## src/rtl/fft_seq_pkg.sv

```systemverilog
package fft_seq_pkg;
  typedef enum logic {S_IDLE = 1'b0, S_RUN = 1'b1} seq_state_t;
endpackage

```

## src/rtl/fft_load_ctl.sv

```systemverilog
module fft_load_ctl #(
  parameter int N = 16
) (
  input  logic                 clk,
  input  logic                 rst_n,
  input  logic                 ld_valid,
  input  logic                 restart,
  output logic                 ld_ready,
  output logic [$clog2(N)-1:0] ld_addr,
  output logic                 full
);
  localparam int AW = $clog2(N);
  logic [AW:0] fill_q;

  assign full     = (fill_q == (AW+1)'(N));
  assign ld_ready = !full;
  assign ld_addr  = fill_q[AW-1:0];

  always_ff @(posedge clk) begin
    if (!rst_n)                    fill_q <= '0;
    else if (restart)              fill_q <= '0;
    else if (ld_valid && ld_ready) fill_q <= fill_q + 1'b1;
  end
endmodule

```

## src/rtl/fft_addr_gen.sv

```systemverilog
module fft_addr_gen #(
  parameter int AW = 4,
  parameter int SW = 2
) (
  input  logic [SW-1:0] stage,
  input  logic [AW-1:0] idx,
  output logic [AW-1:0] addr_a,
  output logic [AW-1:0] addr_b
);
  logic [AW-1:0] span, low_mask;

  always_comb begin
    span     = AW'(1) << stage;
    low_mask = span - 1'b1;
    addr_a   = ((idx & ~low_mask) << 1) | (idx & low_mask);
    addr_b   = addr_a | span;
  end
endmodule

```

## src/rtl/fft_wr_pipe.sv

```systemverilog
module fft_wr_pipe #(
  parameter int W     = 8,
  parameter int DEPTH = 3
) (
  input  logic         clk,
  input  logic         rst_n,
  input  logic [W-1:0] din,
  output logic [W-1:0] dout
);
  logic [W-1:0] tap [DEPTH+1];
  assign tap[0] = din;

  for (genvar k = 0; k < DEPTH; k++) begin : g_tap
    always_ff @(posedge clk) begin
      if (!rst_n) tap[k+1] <= '0;
      else        tap[k+1] <= tap[k];
    end
  end

  assign dout = tap[DEPTH];
endmodule

```

## src/rtl/fft_stage_seq.sv

```systemverilog
module fft_stage_seq
  import fft_seq_pkg::*;
#(
  parameter int N   = 16,
  parameter int LAT = 3
) (
  input  logic                         clk,
  input  logic                         rst_n,
  input  logic                         ld_valid,
  output logic                         ld_ready,
  output logic [$clog2(N)-1:0]         ld_addr,
  output logic                         ld_bank,
  output logic                         rd_en,
  output logic [$clog2(N)-1:0]         rd_addr_a,
  output logic [$clog2(N)-1:0]         rd_addr_b,
  output logic                         rd_bank,
  output logic                         wr_en,
  output logic [$clog2(N)-1:0]         wr_addr_a,
  output logic [$clog2(N)-1:0]         wr_addr_b,
  output logic                         wr_bank,
  output logic                         wr_to_out,
  output logic [$clog2($clog2(N))-1:0] stage,
  output logic                         busy,
  output logic                         done,
  output logic                         out_rd_ok
);
  localparam int STAGES = $clog2(N);
  localparam int AW     = STAGES;
  localparam int SW     = $clog2(STAGES);
  localparam int BFLY   = N / 2;
  localparam int SLEN   = BFLY + LAT;
  localparam int CW     = $clog2(SLEN + 1);
  localparam int PW     = 2 * AW + 2;

  seq_state_t    state_q;
  logic          act_bank_q;
  logic [SW-1:0] stage_q;
  logic [CW-1:0] cyc_q;
  logic          done_q, ok_q;
  logic          frame_full, start, stage_end, last_stage;
  logic [AW-1:0] ra, rb;
  logic [PW-1:0] pipe_in, pipe_out;

  fft_load_ctl #(.N(N)) u_load (
    .clk(clk), .rst_n(rst_n), .ld_valid(ld_valid), .restart(start),
    .ld_ready(ld_ready), .ld_addr(ld_addr), .full(frame_full)
  );

  assign start      = (state_q == S_IDLE) && frame_full;
  assign last_stage = (stage_q == SW'(STAGES - 1));
  assign stage_end  = (state_q == S_RUN) && (cyc_q == CW'(SLEN - 1));

  always_ff @(posedge clk) begin
    if (!rst_n) begin
      state_q    <= S_IDLE;
      act_bank_q <= 1'b1;
      stage_q    <= '0;
      cyc_q      <= '0;
      done_q     <= 1'b0;
      ok_q       <= 1'b0;
    end else begin
      done_q <= 1'b0;
      if (start) begin
        state_q    <= S_RUN;
        act_bank_q <= ~act_bank_q;
        stage_q    <= '0;
        cyc_q      <= '0;
      end else if (state_q == S_RUN) begin
        if (stage_end) begin
          cyc_q <= '0;
          if (last_stage) begin
            state_q <= S_IDLE;
            stage_q <= '0;
            done_q  <= 1'b1;
            ok_q    <= 1'b1;
          end else begin
            stage_q <= stage_q + 1'b1;
            if (stage_q == SW'(STAGES - 2)) ok_q <= 1'b0;
          end
        end else begin
          cyc_q <= cyc_q + 1'b1;
        end
      end
    end
  end

  assign rd_en = (state_q == S_RUN) && (cyc_q < CW'(BFLY));

  fft_addr_gen #(.AW(AW), .SW(SW)) u_addr (
    .stage(stage_q), .idx(AW'(cyc_q)), .addr_a(ra), .addr_b(rb)
  );

  assign pipe_in = {rd_en, rd_en && last_stage, ra, rb};

  fft_wr_pipe #(.W(PW), .DEPTH(LAT)) u_pipe (
    .clk(clk), .rst_n(rst_n), .din(pipe_in), .dout(pipe_out)
  );

  assign rd_addr_a = ra;
  assign rd_addr_b = rb;
  assign rd_bank   = act_bank_q;
  assign ld_bank   = ~act_bank_q;
  assign wr_en     = pipe_out[PW-1];
  assign wr_to_out = pipe_out[PW-2];
  assign wr_addr_a = pipe_out[2*AW-1:AW];
  assign wr_addr_b = pipe_out[AW-1:0];
  assign wr_bank   = act_bank_q;
  assign stage     = stage_q;
  assign busy      = (state_q == S_RUN);
  assign done      = done_q;
  assign out_rd_ok = ok_q;
endmodule

```

## config.mk

```make
export PLATFORM = sky130hd
export DESIGN_NAME = fft_stage_seq
export DESIGN_NICKNAME = d
export VERILOG_FILES = /design/src/rtl/fft_seq_pkg.sv /design/src/rtl/fft_load_ctl.sv /design/src/rtl/fft_addr_gen.sv /design/src/rtl/fft_wr_pipe.sv /design/src/rtl/fft_stage_seq.sv
export SDC_FILE = /design/constraint.sdc
export NUM_CORES = 1
export LEC_CHECK = 0
export BUFFER_PORTS_ARGS = -buffer_cell sky130_fd_sc_hd__buf_2
export CAP_MARGIN = 20
export CELL_PAD_IN_SITES_DETAIL_PLACEMENT = 1
export CELL_PAD_IN_SITES_GLOBAL_PLACEMENT = 2
export CORE_ASPECT_RATIO = 0.9
export CORE_UTILIZATION = 36
export DETAILED_ROUTE_END_ITERATION = 10
export PLACE_DENSITY_LB_ADDON = 0.1
export RECOVER_POWER = 50
export SLEW_MARGIN = 20
export SYNTH_ARGS = -nofsm -noshare
export SYNTH_HDL_FRONTEND = slang
export SYNTH_SLANG_ARGS = --single-unit
```

## constraint.sdc

```tcl
create_clock -name clk -period 2.98 [get_ports clk]
set_input_delay 0.894 -clock clk [delete_from_list [all_inputs] [get_ports clk]]
set_output_delay 0.894 -clock clk [all_outputs]
set_load 0.03 [all_outputs]
```

After elaboration in Yosys (flattened, before gate mapping)
Index checks and enable logic that the tools add are counted.

operators by class
  add/subtract/negate cells = 4
  $lt $le $gt $ge = 1
  equality and inequality tests = 4
  shifts and indexed selects = 1
  multiplexer cells = 9
  bitwise operators = 10
  reductions and logical operators = 11

operators by type and width
  operator                                                             number
  4-bit bitwise OR                                                     2
  1-bit two-way mux                                                    7
  5-bit by 1-bit adder with 5-bit output (second input constant)       1
  5-bit equality test (second input constant)                          1
  1-bit logical AND                                                    5
  1-bit inverter                                                       5
  4-bit by 1-bit adder with 4-bit output (second input constant)       1
  4-bit bitwise AND                                                    1
  2-bit equality test (second input constant)                          2
  4-bit equality test (second input constant)                          1
  4-bit < comparator (second input constant)                           1
  4-bit two-way mux                                                    1
  4-bit AND reduction                                                  1
  4-bit OR reduction                                                   1
  1-bit by 2-bit << shifter with 4-bit output (first input constant)   1
  4-bit by 1-bit subtractor with 4-bit output (second input constant)  1
  3-bit bitwise AND                                                    1
  3-bit inverter                                                       1
  2-bit by 1-bit adder with 2-bit output (second input constant)       1
  2-bit two-way mux                                                    1
  2-bit AND reduction                                                  1
  2-bit nonzero test                                                   1
  2-bit OR reduction                                                   1
  1-bit zero test                                                      1

word-level totals
  register bits after elaboration = 45
  input port bits = 3
  output and inout port bits = 32
  logic and storage cells = 50

Longest topological paths before layout
Gate-level depths: netlist of the first run.

  depth after elaboration = 6
  gate-level depth with buffers = 6
  mapped depth without buffers = 6

Cells and area by module
Synthesis of the first run repeated with hierarchy kept, for this count alone.

second synthesis, totals
  cell total of the unflattened synthesis = 171
  area, all modules = 1755.4 um^2

by module, submodules not included
  module         instances  cells each  area each (um^2)  seq. area each (um^2)
  fft_wr_pipe    1          73          887.1             600.6
  fft_stage_seq  1          50          486.7             200.2
  fft_load_ctl   1          33          290.3             100.1
  fft_addr_gen   1          15          91.3              0.0

Least setup slack after synthesis of the first run
No wires, ideal clock.

  kind = flip-flop to output port
  start = register stage_q[0], in the netlist stage[0]
  end = output port rd_addr_b[2]
  data arrival time = 1.723 ns
  required time = 2.086 ns
  slack = 0.363 ns
  cell stages (with the launch flop) = 7
  path buffers = 1
  path through = dfxtp_1 > inv_1 > ha_1 > xnor2_1 > o21ai_0 > or2_2 > buf_4

on the way
  word-level cells in the longest chain between the ends = 6
  elaborated cells between the ends (all ways) = 7
  those cells by class = add/sub (1); shift (1); bitwise (5)

RTL lines
  item                                           line                 RTL
  start: declaration                             fft_stage_seq.sv:37  logic [SW-1:0] stage_q;
  start signal: assignment                       fft_stage_seq.sv:77  stage_q <= stage_q + 1'b1;
  1-bit by 2-bit << shifter with 4-bit output *  fft_addr_gen.sv:13   span = AW'(1) << stage;
  4-bit by 1-bit subtractor with 4-bit output *  fft_addr_gen.sv:14   low_mask = span - 1'b1;
  3-bit inverter                                 fft_addr_gen.sv:15   addr_a = ((idx & ~low_mask) << 1) | (idx & low_mask);
  3-bit bitwise AND                              fft_addr_gen.sv:15
  4-bit bitwise OR *                             fft_addr_gen.sv:15
  named net pipe_in[6]                           fft_stage_seq.sv:42  logic [PW-1:0] pipe_in, pipe_out;
  4-bit bitwise OR *                             fft_addr_gen.sv:16   addr_b = addr_a | span;
  end: declaration                               fft_stage_seq.sv:15  output logic [$clog2(N)-1:0] rd_addr_b,

The timed path passes the listed nets; every way through them passes the cells marked *.

Worst setup path in the final report of the first run
  start = register stage_q[0], in the netlist stage[0]
  end = output port rd_addr_b[2]

on the way
  word-level cells in the longest chain between the ends = 6
  elaborated cells between the ends (all ways) = 7
  those cells by class = add/sub (1); shift (1); bitwise (5)

RTL lines
  item                                           line
  1-bit by 2-bit << shifter with 4-bit output *  fft_addr_gen.sv:13
  4-bit by 1-bit subtractor with 4-bit output    fft_addr_gen.sv:14
  3-bit inverter                                 fft_addr_gen.sv:15
  3-bit bitwise AND                              fft_addr_gen.sv:15
  4-bit bitwise OR                               fft_addr_gen.sv:15
  4-bit bitwise OR *                             fft_addr_gen.sv:16

Every way passes the cells marked *; elsewhere a longest branch is shown, timed or not.

==> results.md, run 1 <==
* Antenna cells at 0
* Synthesized flop and latch total at 45
* Fin. max-slew vios at 0
* Post-synth EDFFs at 0
* Crit path kind: flip-flop to output pin
* CP Launch Type: flip-flop
* Residual DRC at 0
* Setup bufs post-CTS at 0
* Core Area at around 0.0049 mm^2
* Post-synthesis simple-gate area fraction at 22.6%
* WHS Path Cells at 1
* Synth Flop Type: dfxtp_1
* Setup Skew at about 3.5 ps
* Slew margin rel. at 14.2%
* Synthesized cell area at approximately 0.0018 mm^2
* Gr usage total at a little over an eighth
* Initial Utilization at 37.5%
* # fillers at just under 600
* CTS tree: yes
* WL per Instance at between 10 and 15 um
* H-tree depth at 2
* End of the worst hold path: u_pipe.dout[8]
* Pin count of the biggest net entering global routing at between 40 and 50
* Overall die area at ~0.0054 mm^2
* Worst EP required at 2090 ps
* Critical Path AT at ~1900 ps
* Via density at about 4.5
* Async set or reset register ratio after synthesis at 0%
* Ports at 35
* First-pass GRT wire length at approximately 5.5 mm
* Dpl cells at around 260
* I/O Buffers at 34
* Number of buffers and inverters on the critical path at 2
* Syn. warnings at 0
* Least-Margin Pin Slew at 1290 ps
* Compound-Gate Fraction of Synth Area at 6.79%
* Crit path cell chain: inv_1, ha_1, xnor2_2, o21ai_0, or2_2, buf_2
* Tcrit/Tclk final at 93.6%
* Initial antenna violation count at 0
* Fmax at around 360 MHz
* First-pass iteration count of the detailed router at 4
* Crit path time final at around 2800 ps
* Multiplexer area fraction after synthesis at 0%
* Largest family of logic cells by synthesized area: simple AND/OR/NAND/NOR gates
* XOR/XNOR Fraction of Synth Area at roughly 2.9%
* Top delay family on crit path: flip-flops
* Fin. Hold Viols at 0
* Reg2Reg Setup Slack at between 1000 and 1500 ps
* P&R area growth vs syn at 10.0%
* VDD IR-drop max at between 200 and 250 uV
* Yosys cell types at 35
* Net Count, Synth at 196
* Routed vias at between 1000 and 1500
* PwrDens at ~540 mW/mm^2
* Finished Layout Cells at 265
* Total of max-cap violations at 0
* Die Y at between 60 and 70 um
* CTS root buf: clkbuf_8
* Worst Hold Class: flip-flop to flip-flop
* Status: completed
* Post-Route Setup TNS at 0 ps
* Sequential fraction of the synthesis area at between 40% and 50%
* LEAKAGE at approximately 0.9 nW
* Nets at about 210
* Crit-path slowest cell: dfxtp_2
* Congestion Overflow GR at 0
* Cells after synthesis at between 150 and 200
* Cts hold-fix bufs at 0
* Worst-path fanout max at 7
* CP Capture Type: output pin
* Synth Area in Adders at under 10%
* Initial DRC Count at between 40 and 50
* Hold path start: u_pipe.tap[18]
* Clk pin slew, worst setup/hold paths at approximately 80 ps
* Worst skew pair latency at 290 ps
* Num CTS Buffers at 5
* Reg2reg start: u_load.fill_q[0]
* Ratio of cells with drive above 1 in the final layout at about 25%
* Rows at 24
* Hpwl dp at approximately 2.5 mm
* RSZ-0062 raised after global routing: false
* Final Setup Violations at 0
* Reg2reg end: cyc_q[3]
* Worst reg2reg path depth at 6
* Sink Count at 45
* Die X at roughly 77 um
* Slowest stage delay, CP at 390 ps
* Worst-case clock buffer depth at 2
* Post-Route WL at ~3.4 mm
* ANT nets after route at 0
* Syn avg cell area at ~9.9 um^2
* Number of global-route vias before repair at 1147
* Hold_ws at between 400 and 500 ps
* Routability cong. at about 0.74
Yosys cell counts (2+ instances only):
| cell type | number | area, um^2 |
|---|---|---|
| nor3_1 | 2 | 10.0 |
| or2_2 | 2 | 12.5 |
| and2_1 | 27 | 169 |
| nand4_1 | 7 | 43.8 |
| o311ai_0 | 2 | 17.5 |
| clkbuf_1 | 3 | 11.3 |
| a21oi_1 | 7 | 35.0 |
| nor2_1 | 3 | 11.3 |
| or3_1 | 3 | 18.8 |
| nand2b_1 | 3 | 18.8 |
| dfxtp_1 | 45 | 901 |
| buf_4 | 21 | 158 |
| nand3_1 | 2 | 10.0 |
| o21ai_0 | 2 | 10.0 |
| inv_1 | 8 | 30.0 |
| ha_1 | 9 | 113 |
| buf_2 | 3 | 15.0 |
| xor2_1 | 5 | 43.8 |
| nand2_1 | 14 | 52.6 |
cell type report:
type	instances	area, um^2	area share [%]
Multi-Input combinational cell	103	693	34.6
Timing Repair Buffer	35	176	8.80
Sequential cell	45	903	45.0
Inverter	9	36.3	1.81
Clock inverter	3	46.3	2.31
Tap cell	65	81.3	4.05
Clock buffer	5	68.8	3.43
layout by cell type (no fill, tap or decap), types with 3 or more instances in the layout:
master,Yosys,final
nand2_1,14,14
a21oi_1,7,7
ha_1,9,9
xor2_1,5,5
nand4_1,7,7
nor2_1,3,3
and2_0,0,15
buf_2,3,33
nand2b_1,3,3
or3_1,3,3
and2_1,27,12
clkbuf_8,0,5
inv_1,8,8
dfxtp_1,45,43
routing by layer:
layer	track usage [%]	routed length [um]	part of all wire [%]
met5	0	0	0
met3	3.68	119	3.5
met4	6.29	55	1.6
met2	21.6	1620	48
met1	16.8	1600	47
sequential cells by signal, summed over array words and instances, names as in the netlist:
register / flops
u_pipe.tap: 20
u_pipe.dout: 10
u_load.fill_q: 5
cyc_q: 4
stage: 2
busy: 1
done: 1
out_rd_ok: 1
rd_bank: 1
through the flow:
step	total power (W)	area [um^2]	setup WS, ps	utilization, %
finish	0.00109	2010	190	41.2
global placement	0.000651	1900	524	39.0
detailed placement	0.000653	1900	400	39.0
floorplan	0.000647	1820	363	-
global route	0.00115	2010	30.7	41.2
CTS	0.00111	2010	57.9	41.4
report_power, final:
part,leakage [nW],switching [W],internal [W]
registers,0.365,0.00000435,0.000605
logic,0.471,0.0000202,0.00000758
clock network,0.0543,0.000199,0.000251
cell families (layout without fill, tap and decap cells):
kind of cell,Yosys count,count (layout)
adders and majority gates,9,9
AOI/OAI and AO/OA,18,18
buffers and inverters,36,52
xor gates and xnor gates,6,6
DFF,45,45
and+or+nand+nor,70,70
worst max path at each step:
stage                   from            to  slack (ps)  cells after the start
floorplan           stage[0]  rd_addr_b[2]         360                      6
global placement    stage[0]  rd_addr_b[2]         520                      6
detailed placement  stage[0]  rd_addr_b[2]         400                      6
CTS                 stage[0]  rd_addr_b[2]          60                      6
global route        stage[0]  rd_addr_b[2]          30                      6
finish              stage[0]  rd_addr_b[2]         190                      6
timing repair:
action                                  CTS  global route
endpoints found under the setup margin    0             1
hold endpoints to repair                  0             0
gates resized for setup                   0             3
(Power assumes the default switching activity.)
==> run 2, diff against run 1 <==
--- a/config.mk
+++ b/config.mk
@@ -10,7 +10,7 @@
 export CELL_PAD_IN_SITES_DETAIL_PLACEMENT = 1
 export CELL_PAD_IN_SITES_GLOBAL_PLACEMENT = 2
 export CORE_ASPECT_RATIO = 0.9
-export CORE_UTILIZATION = 36
+export CORE_UTILIZATION = 30
 export DETAILED_ROUTE_END_ITERATION = 10
 export PLACE_DENSITY_LB_ADDON = 0.1
 export RECOVER_POWER = 50
==> constraint.sdc (replaced) <==
create_clock -name clk -period 2.5 [get_ports clk]
set_input_delay 0.75 -clock clk [delete_from_list [all_inputs] [get_ports clk]]
set_output_delay 0.75 -clock clk [all_outputs]
set_load 0.03 [all_outputs]
==> results.md, run 2 (synthesis results as in run 1) <==
* First-pass iteration count of the detailed router at 7 (+3)
* Fin. Hold Viols at 0 (unchanged)
* Routed vias at 1215 (+2.5%)
* Critical Path AT at 1700 ps (-200 ps)
* Crit path time final at 2450 ps
* Sw Share at 21.0% (+0.39 points)
* Rows at 26 (+8.3%)
* Crit path kind: flip-flop to output pin
* Ports at 35 (unchanged)
* Worst Hold Class: flip-flop to flip-flop
* Area of the multi-input gates at 708 um^2 (+2.2%)
* CP Capture Type: output pin
* Hpwl dp at 2.44 mm (-3.7%)
* Clk pin slew, worst setup/hold paths at 80 ps (about the same)
* Routability cong. at 0.705 (-4.7%)
* Slew margin rel. at 10.9% (-3.3 points)
* Sink Count at 45 (unchanged)
* Worst-case clock buffer depth at 2 (unchanged)
* Gr usage total at 11.5% (-2.0 points)
* Final Setup Violations at 0 (unchanged)
* Max reg flops at 20 (unchanged)
* Reg2Reg Setup Slack at 910 ps (-200 ps)
* Reg2reg end: cyc_q[2]
* Failing checks: design-rule violations
* Finished Layout Cells at 273 (+3.0%)
* Sw Pwr at 0.000274 W (+22%)
* End of the worst hold path: u_pipe.tap[14]
* I/O Buffers at 34 (unchanged)
* VDD IR-drop max at 198 uV (-11%)
* Die Y at 76.0 um (+9.3%)
* Comb pwr share at 2.5% (about the same)
* Initial DRC Count at 38 (-19%)
* Fmax at 409 MHz
* Reg power frac at 55.7% (-0.3 points)
* Worst EP required at 1750 ps (-340 ps)
* P_int at 0.00103 W (+19%)
* H-tree depth at 2 (unchanged)
* Num CTS Buffers at 5 (unchanged)
* Hold_ws at 436 ps (-2.04 ps)
* Worst reg2reg path depth at 6 (unchanged)
* Setup Skew at 2.99 ps (-0.506 ps)
* WL per Instance at 12.5 um (-2.2%)
* WHS Path Cells at 1 (unchanged)
* Most common cell after layout, fill and taps aside: dfxtp_1
* Area post-placement at 0.00192 mm^2 (+1.1%)
* ANT nets after route at 0 (unchanged)
* Worst-path fanout max at 6 (-1)
* Overall die area at 0.00639 mm^2 (+19%)
* Most frequent cells in the layout: 44 x dfxtp_1, 32 x buf_2, 16 x and2_0, 14 x nand2_1, 11 x and2_1
* CP Launch Type: flip-flop
* Total of max-cap violations at 0 (unchanged)
* LEAKAGE at 0.906 nW (+1.8%)
* Congestion Overflow GR at 0 (unchanged)
* Least-Margin Pin Slew at 1340 ps (+49.2 ps)
* RSZ-0062 raised after global routing: true
* Nets at 214 (+1.4%)
* Core Area at 0.00576 mm^2 (+18%)
* Worst skew pair latency at 290 ps (about the same)
* Clock network power share at 41.8% (+0.4 points)
* Residual DRC at 8 (+8)
* CTS root buf: clkbuf_8
* Cts hold-fix bufs at 0 (unchanged)
* P&R area growth vs syn at 12.3%
* Most flop-heavy register: u_pipe.tap
* Number of global-route vias before repair at 1181 (+3.0%)
* Ratio of cells with drive above 1 in the final layout at 27.1% (+2.6 points)
* Tcrit/Tclk final at a little under 100%
* Hold path start: u_pipe.tap[24]
* Initial antenna violation count at 0 (unchanged)
* # fillers at 667 (+15%)
* FF/Latch Area at 902 um^2 (-0.14%)
* Post-Route WL at 3.42 mm (+0.74%)
* Die X at 84.2 um (+9.3%)
* Status: finished, violations left
* Initial Utilization at 31.7% (-5.8 points)
* Via density at 4.45 (-0.47%)
* Pwr Total at 0.00130 W (+20%)
* Pin count of the biggest net entering global routing at 42 (unchanged)
* Antenna cells at 0 (unchanged)
* Fin. max-slew vios at 0 (unchanged)
* Post-route design area at 0.00205 mm^2 (+2.1%)
* CTS tree: yes
* Reg2reg start: u_load.fill_q[0]
* PwrDens at 637 mW/mm^2 (+18%)
* Util after Layout at 35.5% (-5.7 points)
* First-pass GRT wire length at 5.78 mm (+4.2%)
* Dpl cells at 264 (+2.7%)
[run 2: worst max-delay path: stages (launching register included)]
cell and delay, ps:
dfxtp_2 330, buf_4 150, ha_2 200, xnor2_2 190, o21ai_2 90, or2_2 270, buf_4 170
[run 2: how the worst max path moves through the flow]
stage,startpoint,end,slack [ps],depth (start not counted)
3_3_place_gp,stage[0],rd_addr_b[2],320,6
6_report,stage[0],rd_addr_b[2],50,6
5_1_grt,stage[0],rd_addr_b[2],-7,6
4_1_cts,stage[0],rd_addr_b[2],4,6
2_1_floorplan,stage[0],rd_addr_b[2],30,6
3_5_place_dp,stage[0],rd_addr_b[2],210,6
[run 2: what timing repair did]
item | CTS | global route
pin swaps | 0 | 1
endpoints found under the setup margin | 2 | 2
buffers inserted | 0 | 1
gates resized for setup | 4 | 5
[run 2: final cells by class]
type / count / share of cell area, %
repair buffers: 38 / 9.84
flip-flops and latches: 45 / 44.1
well taps: 70 / 4.28
clock buffers: 6 / 3.55
clock inverters: 2 / 1.89
inverters: 9 / 1.77
multi-input cells: 103 / 34.6
[run 2: layer usage]
| metal | vias to the layer above | global-route usage [%] | share of wire (%) |
|---|---|---|---|
| li1 | 612 | - | - |
| met3 | 4 | 3.38 | 4.3 |
| met1 | 576 | 14.3 | 47 |
| met5 | - | 0 | 0 |
| met2 | 23 | 18.9 | 47 |
| met4 | 0 | 4.14 | 1.2 |
[run 2: through the flow]
stage	setup slack (ps)	setup TNS (ps)
6_report	54.1	0
5_1_grt	-7.38	-7.38
4_1_cts	3.57	0
3_5_place_dp	210	0
3_3_place_gp	317	0
2_1_floorplan	27.4	0
[run 2: power groups by stage]
stage / registers, W / clock network, W / logic, W
3_3_place_gp: 0.000743 / 0 / 0.0000348
4_1_cts: 0.000726 / 0.000578 / 0.0000352
6_report: 0.000726 / 0.000545 / 0.0000332
3_5_place_dp: 0.000743 / 0 / 0.0000352
5_1_grt: 0.000727 / 0.000603 / 0.0000380
2_1_floorplan: 0.000742 / 0 / 0.0000292
==> run 3, diff against run 2 <==
--- a/config.mk
+++ b/config.mk
@@ -7,10 +7,10 @@
 export LEC_CHECK = 0
 export BUFFER_PORTS_ARGS = -buffer_cell sky130_fd_sc_hd__buf_2
 export CAP_MARGIN = 20
-export CELL_PAD_IN_SITES_DETAIL_PLACEMENT = 1
-export CELL_PAD_IN_SITES_GLOBAL_PLACEMENT = 2
+export CELL_PAD_IN_SITES_DETAIL_PLACEMENT = 0
+export CELL_PAD_IN_SITES_GLOBAL_PLACEMENT = 1
 export CORE_ASPECT_RATIO = 0.9
-export CORE_UTILIZATION = 30
+export CORE_UTILIZATION = 37
 export DETAILED_ROUTE_END_ITERATION = 10
 export PLACE_DENSITY_LB_ADDON = 0.1
 export RECOVER_POWER = 50
==> results.md, run 3 (synthesis results as in run 1) <==
* Least-Margin Pin Slew at 993 ps (-343 ps)
* I/O Buffers at 34 (unchanged)
* Core Area at 0.00460 mm^2 (-20%)
* Nets at 212 (-0.93%)
* Post-Route WL at 3.07 mm (-10%)
* CP Capture Type: output pin
* Worst-case clock buffer depth at 2 (unchanged)
* H-tree depth at 2 (unchanged)
* WL per Instance at 11.7 um (-6.8%)
* Reg2Reg Setup Slack at 710 ps (-200 ps)
* Overall die area at 0.00521 mm^2 (-18%)
* Crit path kind: flip-flop to output pin
* Total of max-cap violations at 0 (unchanged)
* Worst-path fanout max at 6 (unchanged)
* Die X at 76.0 um (-9.7%)
* Worst EP required at 1750 ps (about the same)
* Crit path cell chain: inv_1, ha_1, xnor2_2, o21ai_2, or2_2, buf_2
* Clk pin slew, worst setup/hold paths at 80 ps (about the same)
* # fillers at 462 (-31%)
* LEAKAGE at 0.904 nW (-0.19%)
* Fmax at 411 MHz (+0.60%)
* VDD IR-drop max at 368 uV (+85%)
* Fin. Hold Viols at 0 (unchanged)
* Number of global-route vias before repair at 1075 (-9.0%)
* Initial DRC Count at 29 (-24%)
* Util after Layout at 44.0% (+8.4 points)
* Crit-path slowest cell: dfxtp_4
* Most flop-heavy register: u_pipe.tap
* ANT nets after route at 0 (unchanged)
* Slew margin rel. at 33.8% (+23 points)
* Cts hold-fix bufs at 0 (unchanged)
* Status: completed
* Hpwl dp at 2.18 mm (-11%)
* Routability cong. at 0.745 (+5.7%)
* Initial antenna violation count at 0 (unchanged)
* Finished Layout Cells at 263 (-3.7%)
* Congestion Overflow GR at 0 (unchanged)
* Ports at 35 (unchanged)
* CTS root buf: clkbuf_8
* Most common cell after layout, fill and taps aside: dfxtp_1
* Setup Skew at 3.85 ps (+0.861 ps)
* Crit path time final at 2430 ps (-14.5 ps)
* Num CTS Buffers at 5 (unchanged)
* Tcrit/Tclk final at 97.3% (-0.58 points)
* Antenna cells at 0 (unchanged)
* Fin. max-slew vios at 0 (unchanged)
* Final Setup Violations at 0 (unchanged)
* Pwr Total at 0.00129 W (-0.72%)
* Worst skew pair latency at 290 ps (about the same)
* Die Y at 68.6 um (-9.7%)
* First-pass GRT wire length at 5.23 mm (-9.5%)
* Worst Hold Class: flip-flop to flip-flop
* P&R area growth vs syn at 11.1%
* Sink Count at 45 (unchanged)
* Critical Path AT at 1680 ps (-20 ps)
* Hold_ws at 433 ps (-3.97 ps)
* Gr usage total at 13.2% (+1.7 points)
* Via density at 4.49 (+0.98%)
* Initial Utilization at 39.6% (+7.9 points)
* Ratio of cells with drive above 1 in the final layout at 25.4% (-1.7 points)
* PwrDens at 639 mW/mm^2 (+0.38%)
* Max reg flops at 20 (unchanged)
* First-pass iteration count of the detailed router at 4 (-3)
* Slowest stage delay, CP at 380 ps (+50 ps)
* Pin count of the biggest net entering global routing at 27 (-36%)
* Rows at 23 (-12%)
* Dpl cells at 255 (-3.4%)
* CP Launch Type: flip-flop
* Residual DRC at 0 (-8)
* Most frequent cells in the layout: 43 x dfxtp_1, 33 x buf_2, 20 x and2_1, 14 x nand2_1
* CTS tree: yes
* Routed vias at 1182 (-2.7%)
run 3: changes by cell type in the layout (fill, tap and decap cells not counted), sizes merged:
cell | before | now
buf | 37 | 34
clkbuf | 7 | 8
run 3: final cells by class:
class                           count  area [um^2]  area share (%)
Clock buffer                        6         72.6            3.58
Sequential cell                    45          908            44.9
Inverter                            9         36.3            1.79
Timing Repair Buffer               36          180            8.90
Multi-Input combinational cell    103          711            35.1
Clock inverter                      2         38.8            1.92
Tap cell                           62         77.6            3.83
run 3: final timing paths:
kind / to / cells past startpoint / from
worst min register to register: u_pipe.tap[15] / 1 / u_pipe.tap[25]
worst max register to register: cyc_q[3] / 6 / u_load.fill_q[0]
worst max-delay path: rd_addr_b[2] / 6 / stage[1]
worst min-delay path: u_pipe.tap[15] / 1 / u_pipe.tap[25]
run 3: per-layer routing:
metal	routed length, um	vias up	track usage [%]
li1	-	613	-
met1	1470	545	16.0
met2	1440	18	22.0
met3	112	6	4.08
met4	47	0	5.77
met5	0	-	0
run 3: per-stage QoR:
stage,TNS (ps),worst slack (ps),instance area (um^2)
after detailed placement,0,107,1900
after global placement,0,181,1900
after floorplan,0,27.4,1820
after CTS,0,8.20,2020
final,0,68.6,2020
after global routing,-3.11,-3.11,2020
run 3: critical path: cells and delay by family, from the launching register on:
kind | cells | cell delay [ps]
XOR/XNOR | 1 | 170
buffers and inverters | 2 | 260
adder cells (fa/ha/maj) | 1 | 230
AND/OR/NAND/NOR | 1 | 270
flip-flops | 1 | 380
AO/OA/AOI/OAI | 1 | 90
run 3: report_power, final:
part / switching, W / internal, W
clock network: 0.000237 / 0.000300
logic: 0.0000245 / 0.00000920
registers: 0.00000524 / 0.000719
run 3: what timing repair did:
action	4_1_cts	5_1_grt
cloned	0	0
resized for setup	6	3
endpoints found under the hold margin	0	0
buffers inserted	0	0
pin swaps	1	1
endpoints found under the setup margin	2	1
